`config.mk`:
```
export PLATFORM = sky130hd
export DESIGN_NAME = dual_perf_monitor
export DESIGN_NICKNAME = d
export VERILOG_FILES = /design/src/rtl/pmu_pkg.sv /design/src/rtl/pmu_window.sv /design/src/rtl/pmu_channel.sv /design/src/rtl/pmu_readout.sv /design/src/rtl/dual_perf_monitor.sv
export SDC_FILE = /design/constraint.sdc
export NUM_CORES = 1
export LEC_CHECK = 0
export BUFFER_PORTS_ARGS = -buffer_cell sky130_fd_sc_hd__buf_2
export CAP_MARGIN = 5
export CORE_ASPECT_RATIO = 1.75
export CORE_MARGIN = 1
export CORE_UTILIZATION = 45
export DETAILED_ROUTE_END_ITERATION = 12
export HOLD_SLACK_MARGIN = 0.05
export SLEW_MARGIN = 10
export SYNTH_ARGS = -nofsm -noshare
export SYNTH_HDL_FRONTEND = slang
export SYNTH_HIERARCHICAL = 1
export SYNTH_SLANG_ARGS = --single-unit
```
`constraint.sdc`:
```
create_clock -name clk -period 2.95 [get_ports clk]
set_clock_uncertainty 0.05 [all_clocks]
set_input_delay 0.59 -clock clk [delete_from_list [all_inputs] [get_ports clk]]
set_output_delay 0.59 -clock clk [all_outputs]
set_load 0.01 [all_outputs]
```
`src/rtl/pmu_pkg.sv`:
```
package pmu_pkg;
  typedef enum logic [1:0] {
    EV_CYCLE = 2'd0,
    EV_DMISS = 2'd1,
    EV_OPACC = 2'd2,
    EV_NONE  = 2'd3
  } ev_sel_e;

  typedef struct packed {
    logic    win_mode;
    ev_sel_e sel;
  } ch_cfg_t;

  localparam logic [2:0] ADDR_CH0   = 3'd0;
  localparam logic [2:0] ADDR_CH1   = 3'd1;
  localparam logic [2:0] ADDR_START = 3'd2;
  localparam logic [2:0] ADDR_END   = 3'd3;
  localparam int         CLR_BIT    = 3;
endpackage

```
`src/rtl/pmu_window.sv`:
```
module pmu_window #(
  parameter int PC_W = 32
) (
  input  logic            clk,
  input  logic            rst_n,
  input  logic            run,
  input  logic            pc_valid,
  input  logic [PC_W-1:0] pc,
  input  logic [PC_W-1:0] start_pc,
  input  logic [PC_W-1:0] end_pc,
  output logic            win_open
);
  logic hit_start, hit_end;

  assign hit_start = pc_valid && (pc == start_pc);
  assign hit_end   = pc_valid && (pc == end_pc);

  // end match has priority; an extra start match while open keeps it open
  always_ff @(posedge clk) begin
    if (!rst_n)         win_open <= 1'b0;
    else if (!run)      win_open <= 1'b0;
    else if (hit_end)   win_open <= 1'b0;
    else if (hit_start) win_open <= 1'b1;
  end
endmodule

```
`src/rtl/pmu_channel.sv`:
```
module pmu_channel
  import pmu_pkg::*;
#(
  parameter int CNT_W = 48
) (
  input  logic             clk,
  input  logic             rst_n,
  input  ch_cfg_t          cfg,
  input  logic             clr,
  input  logic             run,
  input  logic             win_open,
  input  logic             ev_cycle,
  input  logic             ev_dmiss,
  input  logic             ev_opacc,
  output logic [CNT_W-1:0] cnt,
  output logic             invalid
);
  logic ev_sel, gate, hit;

  always_comb begin
    unique case (cfg.sel)
      EV_CYCLE: ev_sel = ev_cycle;
      EV_DMISS: ev_sel = ev_dmiss;
      EV_OPACC: ev_sel = ev_opacc;
      default:  ev_sel = 1'b0;
    endcase
  end

  assign gate = cfg.win_mode ? win_open : 1'b1;
  assign hit  = run && gate && ev_sel;

  always_ff @(posedge clk) begin
    if (!rst_n || clr) begin
      cnt     <= '0;
      invalid <= 1'b0;
    end else if (hit) begin
      cnt <= cnt + CNT_W'(1);
      if (&cnt) invalid <= 1'b1;
    end
  end
endmodule

```
`src/rtl/pmu_readout.sv`:
```
module pmu_readout #(
  parameter int CNT_W = 48,
  parameter int NCH   = 2
) (
  input  logic                      clk,
  input  logic                      rst_n,
  input  logic [NCH-1:0][CNT_W-1:0] cnt,
  input  logic                      rd_en,
  input  logic [1:0]                rd_addr,
  output logic [31:0]               rd_data
);
  localparam int PAD = 64 - CNT_W;
  localparam int CH_W = (NCH > 1) ? $clog2(NCH) : 1;

  logic [NCH-1:0][63:0] ext;
  logic [NCH-1:0][31:0] hi_q;
  logic [CH_W-1:0]      ch;

  for (genvar g = 0; g < NCH; g++) begin : g_ext
    assign ext[g] = {{PAD{1'b0}}, cnt[g]};
  end

  assign ch = CH_W'(rd_addr[1]);

  always_ff @(posedge clk) begin
    if (!rst_n) begin
      rd_data <= '0;
      hi_q    <= '0;
    end else if (rd_en) begin
      if (rd_addr[0]) begin
        rd_data <= hi_q[ch];
      end else begin
        rd_data  <= ext[ch][31:0];
        hi_q[ch] <= ext[ch][63:32];
      end
    end
  end
endmodule

```
`src/rtl/dual_perf_monitor.sv`:
```
module dual_perf_monitor
  import pmu_pkg::*;
#(
  parameter int PC_W  = 32,
  parameter int CNT_W = 48
) (
  input  logic            clk,
  input  logic            rst_n,
  input  logic            run,
  input  logic            ev_cycle,
  input  logic            ev_dmiss,
  input  logic            ev_opacc,
  input  logic            pc_valid,
  input  logic [PC_W-1:0] pc,
  input  logic            cfg_we,
  input  logic [2:0]      cfg_addr,
  input  logic [31:0]     cfg_wdata,
  input  logic            rd_en,
  input  logic [1:0]      rd_addr,
  output logic [31:0]     rd_data,
  output logic [1:0]      invalid,
  output logic            cmp_overwritten
);
  localparam int NCH = 2;

  logic                      wr_ok;
  logic [PC_W-1:0]           start_pc_q, end_pc_q;
  logic                      win_open;
  ch_cfg_t [NCH-1:0]         cfg_q;
  logic [NCH-1:0]            clr_ch;
  logic [NCH-1:0][CNT_W-1:0] cnt_q;

  assign wr_ok = cfg_we && !run;

  always_ff @(posedge clk) begin
    if (!rst_n) begin
      start_pc_q      <= '0;
      end_pc_q        <= '0;
      cmp_overwritten <= 1'b0;
    end else if (wr_ok) begin
      if (cfg_addr == ADDR_START) begin
        start_pc_q      <= cfg_wdata[PC_W-1:0];
        cmp_overwritten <= 1'b1;
      end
      if (cfg_addr == ADDR_END) begin
        end_pc_q        <= cfg_wdata[PC_W-1:0];
        cmp_overwritten <= 1'b1;
      end
    end
  end

  pmu_window #(.PC_W(PC_W)) u_win (
    .clk(clk), .rst_n(rst_n), .run(run), .pc_valid(pc_valid), .pc(pc),
    .start_pc(start_pc_q), .end_pc(end_pc_q), .win_open(win_open)
  );

  for (genvar g = 0; g < NCH; g++) begin : g_ch
    logic sel_me;
    assign sel_me    = wr_ok && (cfg_addr == 3'(g));
    assign clr_ch[g] = sel_me && cfg_wdata[CLR_BIT];

    always_ff @(posedge clk) begin
      if (!rst_n)      cfg_q[g] <= '0;
      else if (sel_me) cfg_q[g] <= ch_cfg_t'(cfg_wdata[2:0]);
    end

    pmu_channel #(.CNT_W(CNT_W)) u_ch (
      .clk(clk), .rst_n(rst_n), .cfg(cfg_q[g]), .clr(clr_ch[g]), .run(run),
      .win_open(win_open), .ev_cycle(ev_cycle), .ev_dmiss(ev_dmiss),
      .ev_opacc(ev_opacc), .cnt(cnt_q[g]), .invalid(invalid[g])
    );
  end

  pmu_readout #(.CNT_W(CNT_W), .NCH(NCH)) u_rd (
    .clk(clk), .rst_n(rst_n), .cnt(cnt_q), .rd_en(rd_en),
    .rd_addr(rd_addr), .rd_data(rd_data)
  );
endmodule

```
======== Yosys cells after proc, flatten, opt, wreduce, memory -nomap -nowiden ========
Cells that the tools add are included.
storage, ports and cells
  output and inout bits ................... 35
  latch bits .............................. 0
  ROM bits ................................ 0
  memories kept ........................... 0
  register bits after elaboration ......... 266
  bits in writable memories ............... 0
  word-level logic and storage cells ...... 72
cells by class
  shift operators ......................... 0
  multiplexer cells ....................... 14
  add/sub/neg operators ................... 2
  multiply operators ...................... 0
  bitwise logic cells ..................... 3
  divide/modulo/power cells ............... 0
  reduce and logical (&&, ||, !) cells .... 27
  equal/unequal tests ..................... 9
  order comparisons ....................... 2
operator list
  kind                     count
  $mux W32                 4
  $reduce_and A49 Y1       2
  $add A48 B1 Y48 const B  2
  $bwmux W64               1
  $eq A32 B32 Y1           2
  $mux W64                 1
  $mux W48                 1
  $demux W32 S1            1
  $logic_and A1 B1 Y1      12
  $reduce_and A2 Y1        4
  $eq A3 B2 Y1 const B     2
  $pmux W1 S3              2
  $eq A2 B1 Y1 const B     2
  $eq A2 B2 Y1 const B     2
  $logic_not A2 Y1         2
  $mux W1                  4
  $eq A3 B1 Y1 const B     1
  $logic_not A3 Y1         1
  $not A1 Y1               3
  $reduce_or A3 Y1         1
  $logic_not A1 Y1         2
  $logic_or A1 B1 Y1       2
  $lt A1 B2 Y1 const B     1
  $reduce_bool A2 Y1       1
  $ge A1 B1 Y1 const B     1

======== Logic depth before layout (Yosys ltp) ========
Gate-level depths: netlist (run 1).
  word-level depth ........................ 5
  mapped depth ............................ 7
  gate-level depth less buffers ........... 6

======== Modules after synthesis ========
Netlist (run 1), hierarchy kept.
by module, submodules not included
  module             instances  cells an instance  area an instance (um2)
  pmu_channel        2          293                2,466.1
  pmu_readout        1          322                3,064.2
  dual_perf_monitor  1          270                2,683.8
  pmu_window         1          91                 738.2

======== Worst setup path after synthesis (run 1) ========
Ideal clock, no wire load.
  path kind ............................... in2reg
  start point ............................. in run
  end point ............................... reg g_ch[0].u_ch.cnt[0]
  slack ................................... 680 ps
  data arrival time ....................... 2,093 ps
  cell stages on the path ................. 7
  buffers on the path ..................... 2
  data required time ...................... 2,772 ps
  cell sequence ........................... nor4b_1 > and2b_1 > and2_1 > nand2b_1 > clkbuf_1 > clkbuf_1 > nor2_1
between the ends
  word-level cells in the longest chain between the ends .. 5
  elaborated cells between the ends (all ways) .. 7
ends and longest elaborated chain
  what                    RTL line                 RTL
  start: declaration      dual_perf_monitor.sv:9   input logic run,
  $logic_not A1 Y1        -
  $logic_and A1 B1 Y1     dual_perf_monitor.sv:33  assign wr_ok = cfg_we && !run;
  $logic_and A1 B1 Y1     dual_perf_monitor.sv:59  assign sel_me = wr_ok && (cfg_addr == 3'(g));
  $logic_and A1 B1 Y1     dual_perf_monitor.sv:60  assign clr_ch[g] = sel_me && cfg_wdata[CLR_BIT];
  net clr_ch[0]           dual_perf_monitor.sv:30  logic [NCH-1:0] clr_ch;
  $logic_or A1 B1 Y1      pmu_channel.sv:33        if (!rst_n || clr) begin
  end signal: assignment  pmu_channel.sv:37        cnt <= cnt + CNT_W'(1);
  end: declaration        pmu_channel.sv:15        output logic [CNT_W-1:0] cnt,
The timed path passes the listed nets, and every way through them passes these cells.
A chain may end at the register's enable or synchronous reset.

======== Worst setup path in the final report (run 1) ========
  start point ............................. reg g_ch[1].u_ch.cnt[0]
  end point ............................... reg g_ch[1].u_ch.cnt[40]
between the ends
  word-level cells in the longest chain between the ends .. 1
ends and longest elaborated chain
  what                      RTL line
  start: declaration        pmu_channel.sv:15
  start signal: assignment  pmu_channel.sv:37
  $add A48 B1 Y48           pmu_channel.sv:37
Every way passes these cells.

==> metrics.md, run 1 <==
| Metric | Value |
|---|---|
| Crit path time final | `around 2600 ps` |
| Vias in the first global route | `9540` |
| Required time worst endpoint | `around 3400 ps` |
| Initial DRC count | `between 500 and 600` |
| Drt first pass iters | `5` |
| Root Buffer | `clkbuf_16` |
| DRT antenna net count | `0` |
| Total GRT Usage | `between 20% and 30%` |
| Synthesized cell area | `around 11000 µm²` |
| Yosys top cell area share | `between 40% and 50%` |
| R2R Setup Slk | `400 ps` |
| Adder-Cell Fraction of Synth Area | `less than 1%` |
| RSZ-0062 raised after global routing | `false` |
| Clock latency on the worst-skew pair | `540 ps` |
| Antenna cells | `0` |
| Fin util | `a little over half` |
| TritonCTS clock tree | `built` |
| Async SR Flop Fraction | `0%` |
| Worst reg2reg path startpoint | `g_ch[1].u_ch/cnt[0]` |
| CP Capture Type | `register` |
| Hold_sp | `cfg_wdata[10]` |
| Overflow after GRT | `0` |
| Largest net degree at the start of global routing | `63` |
| Reg2reg path depth | `6` |
| Setup repair bufs after CTS | `0` |
| Initial antenna violation count | `0` |
| Compound-gate portion of the synthesized area | `between 10% and 20%` |
| Critical Path AT | `2970 ps` |
| First-pass GRT wire length | `about 49000 µm` |
| Proportion of synthesized area in mux cells | `a little over a tenth` |
| Synth Area in XOR/XNOR | `6.75%` |
| Routed len/inst | `~19 µm` |
| Largest family of logic cells by synthesized area | `simple AND/OR/NAND/NOR gates` |
| Simple-gate area share of the yosys netlist | `approximately a quarter` |
| Row cnt | `76` |
| # IOs | `113` |
| Clock transition at path regs | `60 ps` |
| Status | `finished, final reports clean` |
| Max Cap Viol | `0` |
| Synth area leader | `dfxtp_1` |
| Kind of critical path | `reg2reg` |
| Hold WC Path Type | `in2reg` |
| PD cells | `about 510 nW/µm²` |
| Final period util | `86.5%` |
| Residual DRC count | `0` |
| Synth cell count leaders | `dfxtp_1 (234), nand2_1 (201), mux2i_1 (120)` |
| Die W | `approximately 120 µm` |
| Number of hold violations in the final report | `0` |
| Clock Tree Buf Depth | `3` |
| Post-DP HPWL | `roughly 23000 µm` |
| Crit-path max FO | `12` |
| Post-DP Area | `roughly 12000 µm²` |
| Fmax | `between 0.3 and 0.4 GHz` |
| Core footprint | `about 25000 µm²` |
| DRT Wirelength | `between 30000 and 40000 µm` |
| Slew @ Worst Pin | `712 ps` |
| Synthesis-to-layout area growth | `13.9%` |
| Starting Density | `roughly 46%` |
| Clock sink total | `around 230` |
| Synth unique cells | `between 50 and 60` |
| Fin. max-slew vios | `0` |
| Post-Syn Instances | `~1300` |
| Largest cells by area after synthesis | `dfxtp_1 (41%), mux2i_1 (11%), nand2_1 (6.6%)` |
| Vias after detailed routing | `~9600` |
| Post-synth top flop | `dfxtp_1` |
| Worst Setup Start Kind | `register` |
| # resized after CTS | `0` |
| DIE AREA | `about 26000 µm²` |
| Final #Nets | `roughly 1400` |
| PortBufs | `about 110` |
| Final TNS setup | `0 ps` |
| Avg Vias per Cell | `5.64` |
| Htree depth | `1` |
| Setup violations, final | `0` |
| Most common cell in the netlist | `dfxtp_1` |
| Hold-fix buffer count after cts | `0` |
| Slew margin rel. | `a little over half` |
| Yosys reg bits | `roughly 230` |
| FF-to-FF End | `g_ch[1].u_ch/cnt[40]` |
| Post-synth EDFFs | `0` |
| Avg Synthesized Cell Area | `approximately 9.0 µm²` |
| Hold Crit Depth | `3` |
| Share of cells above drive strength 1 | `between 10% and 20%` |
| Syn_nets | `around 1300` |
| Yosys warns | `6` |
| Design area | `around 13000 µm²` |
| Die Height | `approximately 210 µm` |
| Gpl congestion | `0.838` |
| Leakage | `~4.9 nW` |
| WHS Endpoint | `end_pc_q[10]` |
| Cts bufs inserted | `25` |
| Sequential share of the synthesized area | `between 40% and 50%` |
| Max rail drop VDD | `just under 0.5 mV` |
[metrics by stage]
stage / power, mW / setup slack, ps / std cells / hold slack, ps
after global routing: 6.87 / 176 / 1694 / 261
after detailed placement: 3.65 / 339 / 1649 / 399
after global placement: 3.65 / 356 / 1649 / 393
after CTS: 6.71 / 392 / 1694 / 249
final: 6.62 / 398 / 1694 / 267
after floorplan: 3.50 / 680 / 1269 / 384
[worst max-delay path: stages, from the launching register on]
cell	delay, ps
dfxtp_1	380
ha_1	240
nand4_1	240
nor4_1	310
nand4_1	460
or4_1	640
a21oi_1	150
[cell type report]
class,instances,area [µm²]
clock buffer,36,707
clock inverter,9,73.8
fill,2389,11700
inverter,32,120
multi-input combinational,934,6220
sequential,234,4680
tap,312,390
timing repair buffer,137,801
[power by group]
| group | switching, mW | internal, mW | total [mW] |
|---|---|---|---|
| Sequential | 0.0145 | 3.18 | 3.19 |
| Combinational | 0.238 | 0.148 | 0.386 |
| Clock | 1.29 | 1.75 | 3.04 |
[cells in the final DEF, fill, tap and decap left out, types with 11 or more instances in the layout]
master / instances
a21boi_1: 22
a21oi_1: 64
and2_1: 25
and3_1: 14
buf_2: 111
buf_4: 22
clkbuf_16: 25
dfxtp_1: 234
inv_1: 32
mux2i_1: 120
nand2_1: 200
nand2_2: 11
nand3_1: 35
nand3b_1: 17
nand4_1: 35
nor2_1: 38
nor4_1: 18
o21ai_0: 30
o221ai_1: 16
o22ai_1: 16
o31ai_1: 28
or3_1: 24
or4_1: 30
xnor2_1: 39
xor2_1: 49
[worst max path at each step]
stage                                end                 from  depth (start not counted)  slack, ps
CTS                 g_ch[1].u_ch/cnt[36]  g_ch[1].u_ch/cnt[0]                          6        390
global route        g_ch[1].u_ch/cnt[36]  g_ch[1].u_ch/cnt[0]                          6        180
finish              g_ch[1].u_ch/cnt[40]  g_ch[1].u_ch/cnt[0]                          6        400
detailed placement  g_ch[1].u_ch/cnt[36]             ev_cycle                          6        340
floorplan            g_ch[0].u_ch/cnt[0]                  run                          7        680
global placement    g_ch[1].u_ch/cnt[36]             ev_cycle                          6        360
[sequential cells by signal (all words and copies together) (netlist names)]
register,cells
cmp_overwritten,1
g_ch.u_ch/cnt,96
end_pc_q,32
u_rd/rd_data,32
cfg_q,6
g_ch.u_ch/invalid,2
u_rd/hi_q,32
u_win/win_open,1
start_pc_q,32
[layer usage]
metal | track usage, % | wire length [µm] | vias up
met1 | 25.6 | 12000 | 4512
met3 | 3.31 | 1190 | 82
li1 | - | - | 4740
met4 | 14.4 | 1790 | 0
met2 | 46.2 | 16600 | 223
met5 | 0 | 0 | -
[logic make-up after synthesis]
family	after synthesis
AND/OR/NAND/NOR	510
flip-flops	234
AO/OA/AOI/OAI	214
multiplexers	120
buffers and inverters	101
XOR/XNOR	88
adder cells (fa/ha/maj)	2
Note: power is estimated with default switching activity, not from simulation.
==> run 2: changes to the inputs <==
Clock period 2.95 ns to 3.2 ns, I/O delays scaled along.
==> run 2 against run 1 <==
  * Cell count fell by 0.30%
  * Non-clock buffer count fell by 5
  * Largest power group is now the clock network
  * Die area did not move
  * Routed wire length fell by 0.20%
  * Worst setup slack improved by 350 ps
  * Register-to-register slack improved by 350 ps
  * Global-route usage fell by 0.40 points
  * Critical endpoint is now g_ch[0].u_ch/cnt[41]
  * Highest routed layer is now met5
  * Critical path depth fell by 1
  * Via count barely moved
==> metrics.md, run 2 (synthesized netlist as in run 1, its figures left out) <==
| Metric | Value |
|---|---|
| Final TNS setup | `0 ps` |
| Row cnt | `76` |
| Final #Nets | `roughly 1400` |
| Max Cap Viol | `0` |
| Crit-path max FO | `22` |
| DRT antenna net count | `0` |
| Gpl congestion | `around 0.86` |
| RSZ-0062 raised after global routing | `false` |
| CP Capture Type | `register` |
| Root Buffer | `clkbuf_16` |
| PD cells | `a little under 500 nW/µm²` |
| Power, Total | `around 6.4 mW` |
| R2R Setup Slk | `about 740 ps` |
| FF-to-FF End | `g_ch[0].u_ch/cnt[41]` |
| Synthesis-to-layout area growth | `14.0%` |
| Hold-fix buffer count after cts | `0` |
| Clock Tree Buf Depth | `3` |
| Min Hold Slack | `roughly 320 ps` |
| DIE AREA | `26000 µm²` |
| Kind of critical path | `reg2reg` |
| Design area | `about 13000 µm²` |
| Final period util | `76.7%` |
| Max reg flops | `96` |
| Clock latency on the worst-skew pair | `~540 ps` |
| Status | `finished, final reports clean` |
| Post-DP HPWL | `23200 µm` |
| Clock sink total | `roughly 230` |
| Slew @ Worst Pin | `roughly 830 ps` |
| Setup violations, final | `0` |
| Drt first pass iters | `5` |
| Critical Path AT | `roughly 2900 ps` |
| Clock transition at path regs | `60 ps` |
| Share of cells above drive strength 1 | `15.8%` |
| Post-DP Area | `roughly 12000 µm²` |
| First-pass GRT wire length | `~49000 µm` |
| Cts bufs inserted | `25` |
| # resized after CTS | `0` |
| Routed len/inst | `about 19 µm` |
| Fin. max-slew vios | `0` |
| Fin util | `between 50% and 60%` |
| Finished Layout Cells | `1689` |
| Required time worst endpoint | `3620 ps` |
| Pre-CTS setup slack | `roughly 510 ps` |
| Total GRT Usage | `about a quarter` |
| Antenna cells | `0` |
| Overflow after GRT | `0` |
| Worst reg2reg path startpoint | `g_ch[0].u_ch/cnt[12]` |
| Max rail drop VDD | `0.484 mV` |
| Residual DRC count | `0` |
| Fill count | `roughly 2400` |
| PortBufs | `between 100 and 150` |
| # IOs | `113` |
| Largest net degree at the start of global routing | `75` |
| Number of hold violations in the final report | `0` |
| Avg Vias per Cell | `~5.7` |
| Hold_sp | `cfg_wdata[7]` |
| Starting Density | `between 40 and 50%` |
| TritonCTS clock tree | `built` |
| Hold WC Path Type | `in2reg` |
| Leakage | `about 5 nW` |
| Most frequent cells in the layout | `dfxtp_1 (234), nand2_1 (200), mux2i_1 (120), buf_2 (111), a21oi_1 (64)` |
| Crit path time final | `between 2000 and 2500 ps` |
| Setup ws final | `744 ps` |
| DRT Wirelength | `roughly 32000 µm` |
| Slew margin rel. | `about 44%` |
| Setup repair bufs after CTS | `0` |
| Reg2reg path depth | `5` |
| Die W | `approximately 120 µm` |
| Largest reg by FF count | `g_ch.u_ch/cnt` |
| Fmax | `around 0.4 GHz` |
| Die Height | `about 210 µm` |
| WHS Endpoint | `start_pc_q[7]` |
| DP Cell Count | `between 1500 and 2000` |
| Initial antenna violation count | `1` |
| Initial DRC count | `roughly 550` |
| Worst Setup Start Kind | `register` |
| Htree depth | `1` |
| Most common cell after layout, fill and taps aside | `dfxtp_1` |
| Vias in the first global route | `between 9000 and 10000` |
| Hold Crit Depth | `3` |
| Core footprint | `24700 µm²` |
| Vias after detailed routing | `9558` |
-- run 2: cell types whose count changed in the layout (fill, tap and decap cells not counted), sizes merged --
cell / before / now
clkinv: 7 / 4
clkinvlp: 0 / 1
bufinv: 1 / 4
clkbuf: 36 / 34
inv: 33 / 34
buf: 137 / 132
-- run 2: worst max path at each step --
stage | startpoint | endpoint | slack [ps] | depth (start not counted)
6_report | g_ch[0].u_ch/cnt[12] | g_ch[0].u_ch/cnt[41] | 740 | 5
5_1_grt | g_ch[1].u_ch/cnt[20] | g_ch[1].u_ch/cnt[36] | 610 | 6
4_1_cts | g_ch[0].u_ch/cnt[21] | g_ch[0].u_ch/cnt[36] | 780 | 7
3_5_place_dp | ev_opacc | g_ch[1].u_ch/cnt[18] | 510 | 6
3_3_place_gp | ev_opacc | g_ch[1].u_ch/cnt[18] | 540 | 6
2_1_floorplan | run | g_ch[0].u_ch/cnt[0] | 880 | 7
-- run 2: power breakdown --
group / switching, mW / total (mW) / internal (mW)
clock: 1.23 / 3.09 / 1.86
combinational: 0.218 / 0.351 / 0.133
sequential: 0.0132 / 2.94 / 2.93
total: 1.46 / 6.38 / 4.92
-- run 2: area by class of cell --
type | count | area (µm²) | share of cell area (%)
clock inverter | 11 | 165 | 1.27
multi-input combinational | 934 | 6220 | 47.8
timing repair buffer | 132 | 738 | 5.67
tap | 312 | 390 | 3.00
clock buffer | 34 | 699 | 5.37
sequential | 234 | 4680 | 36.0
inverter | 32 | 120 | 0.922
-- run 2: layer usage --
| layer | track usage, % | part of all wire, % | wire length [µm] |
|---|---|---|---|
| met5 | 0 | 0.032 | 10 |
| met4 | 12.4 | 4.8 | 1510 |
| met3 | 3.45 | 3.9 | 1230 |
| met2 | 45.9 | 53 | 16900 |
| met1 | 25.4 | 38 | 11900 |
-- run 2: critical path, stage by stage, from the launching register on --
cell and delay, ps:
dfxtp_1 480, nand4_1 260, nor4_4 400, nand3_2 430
or4_1 610, a21oi_1 150
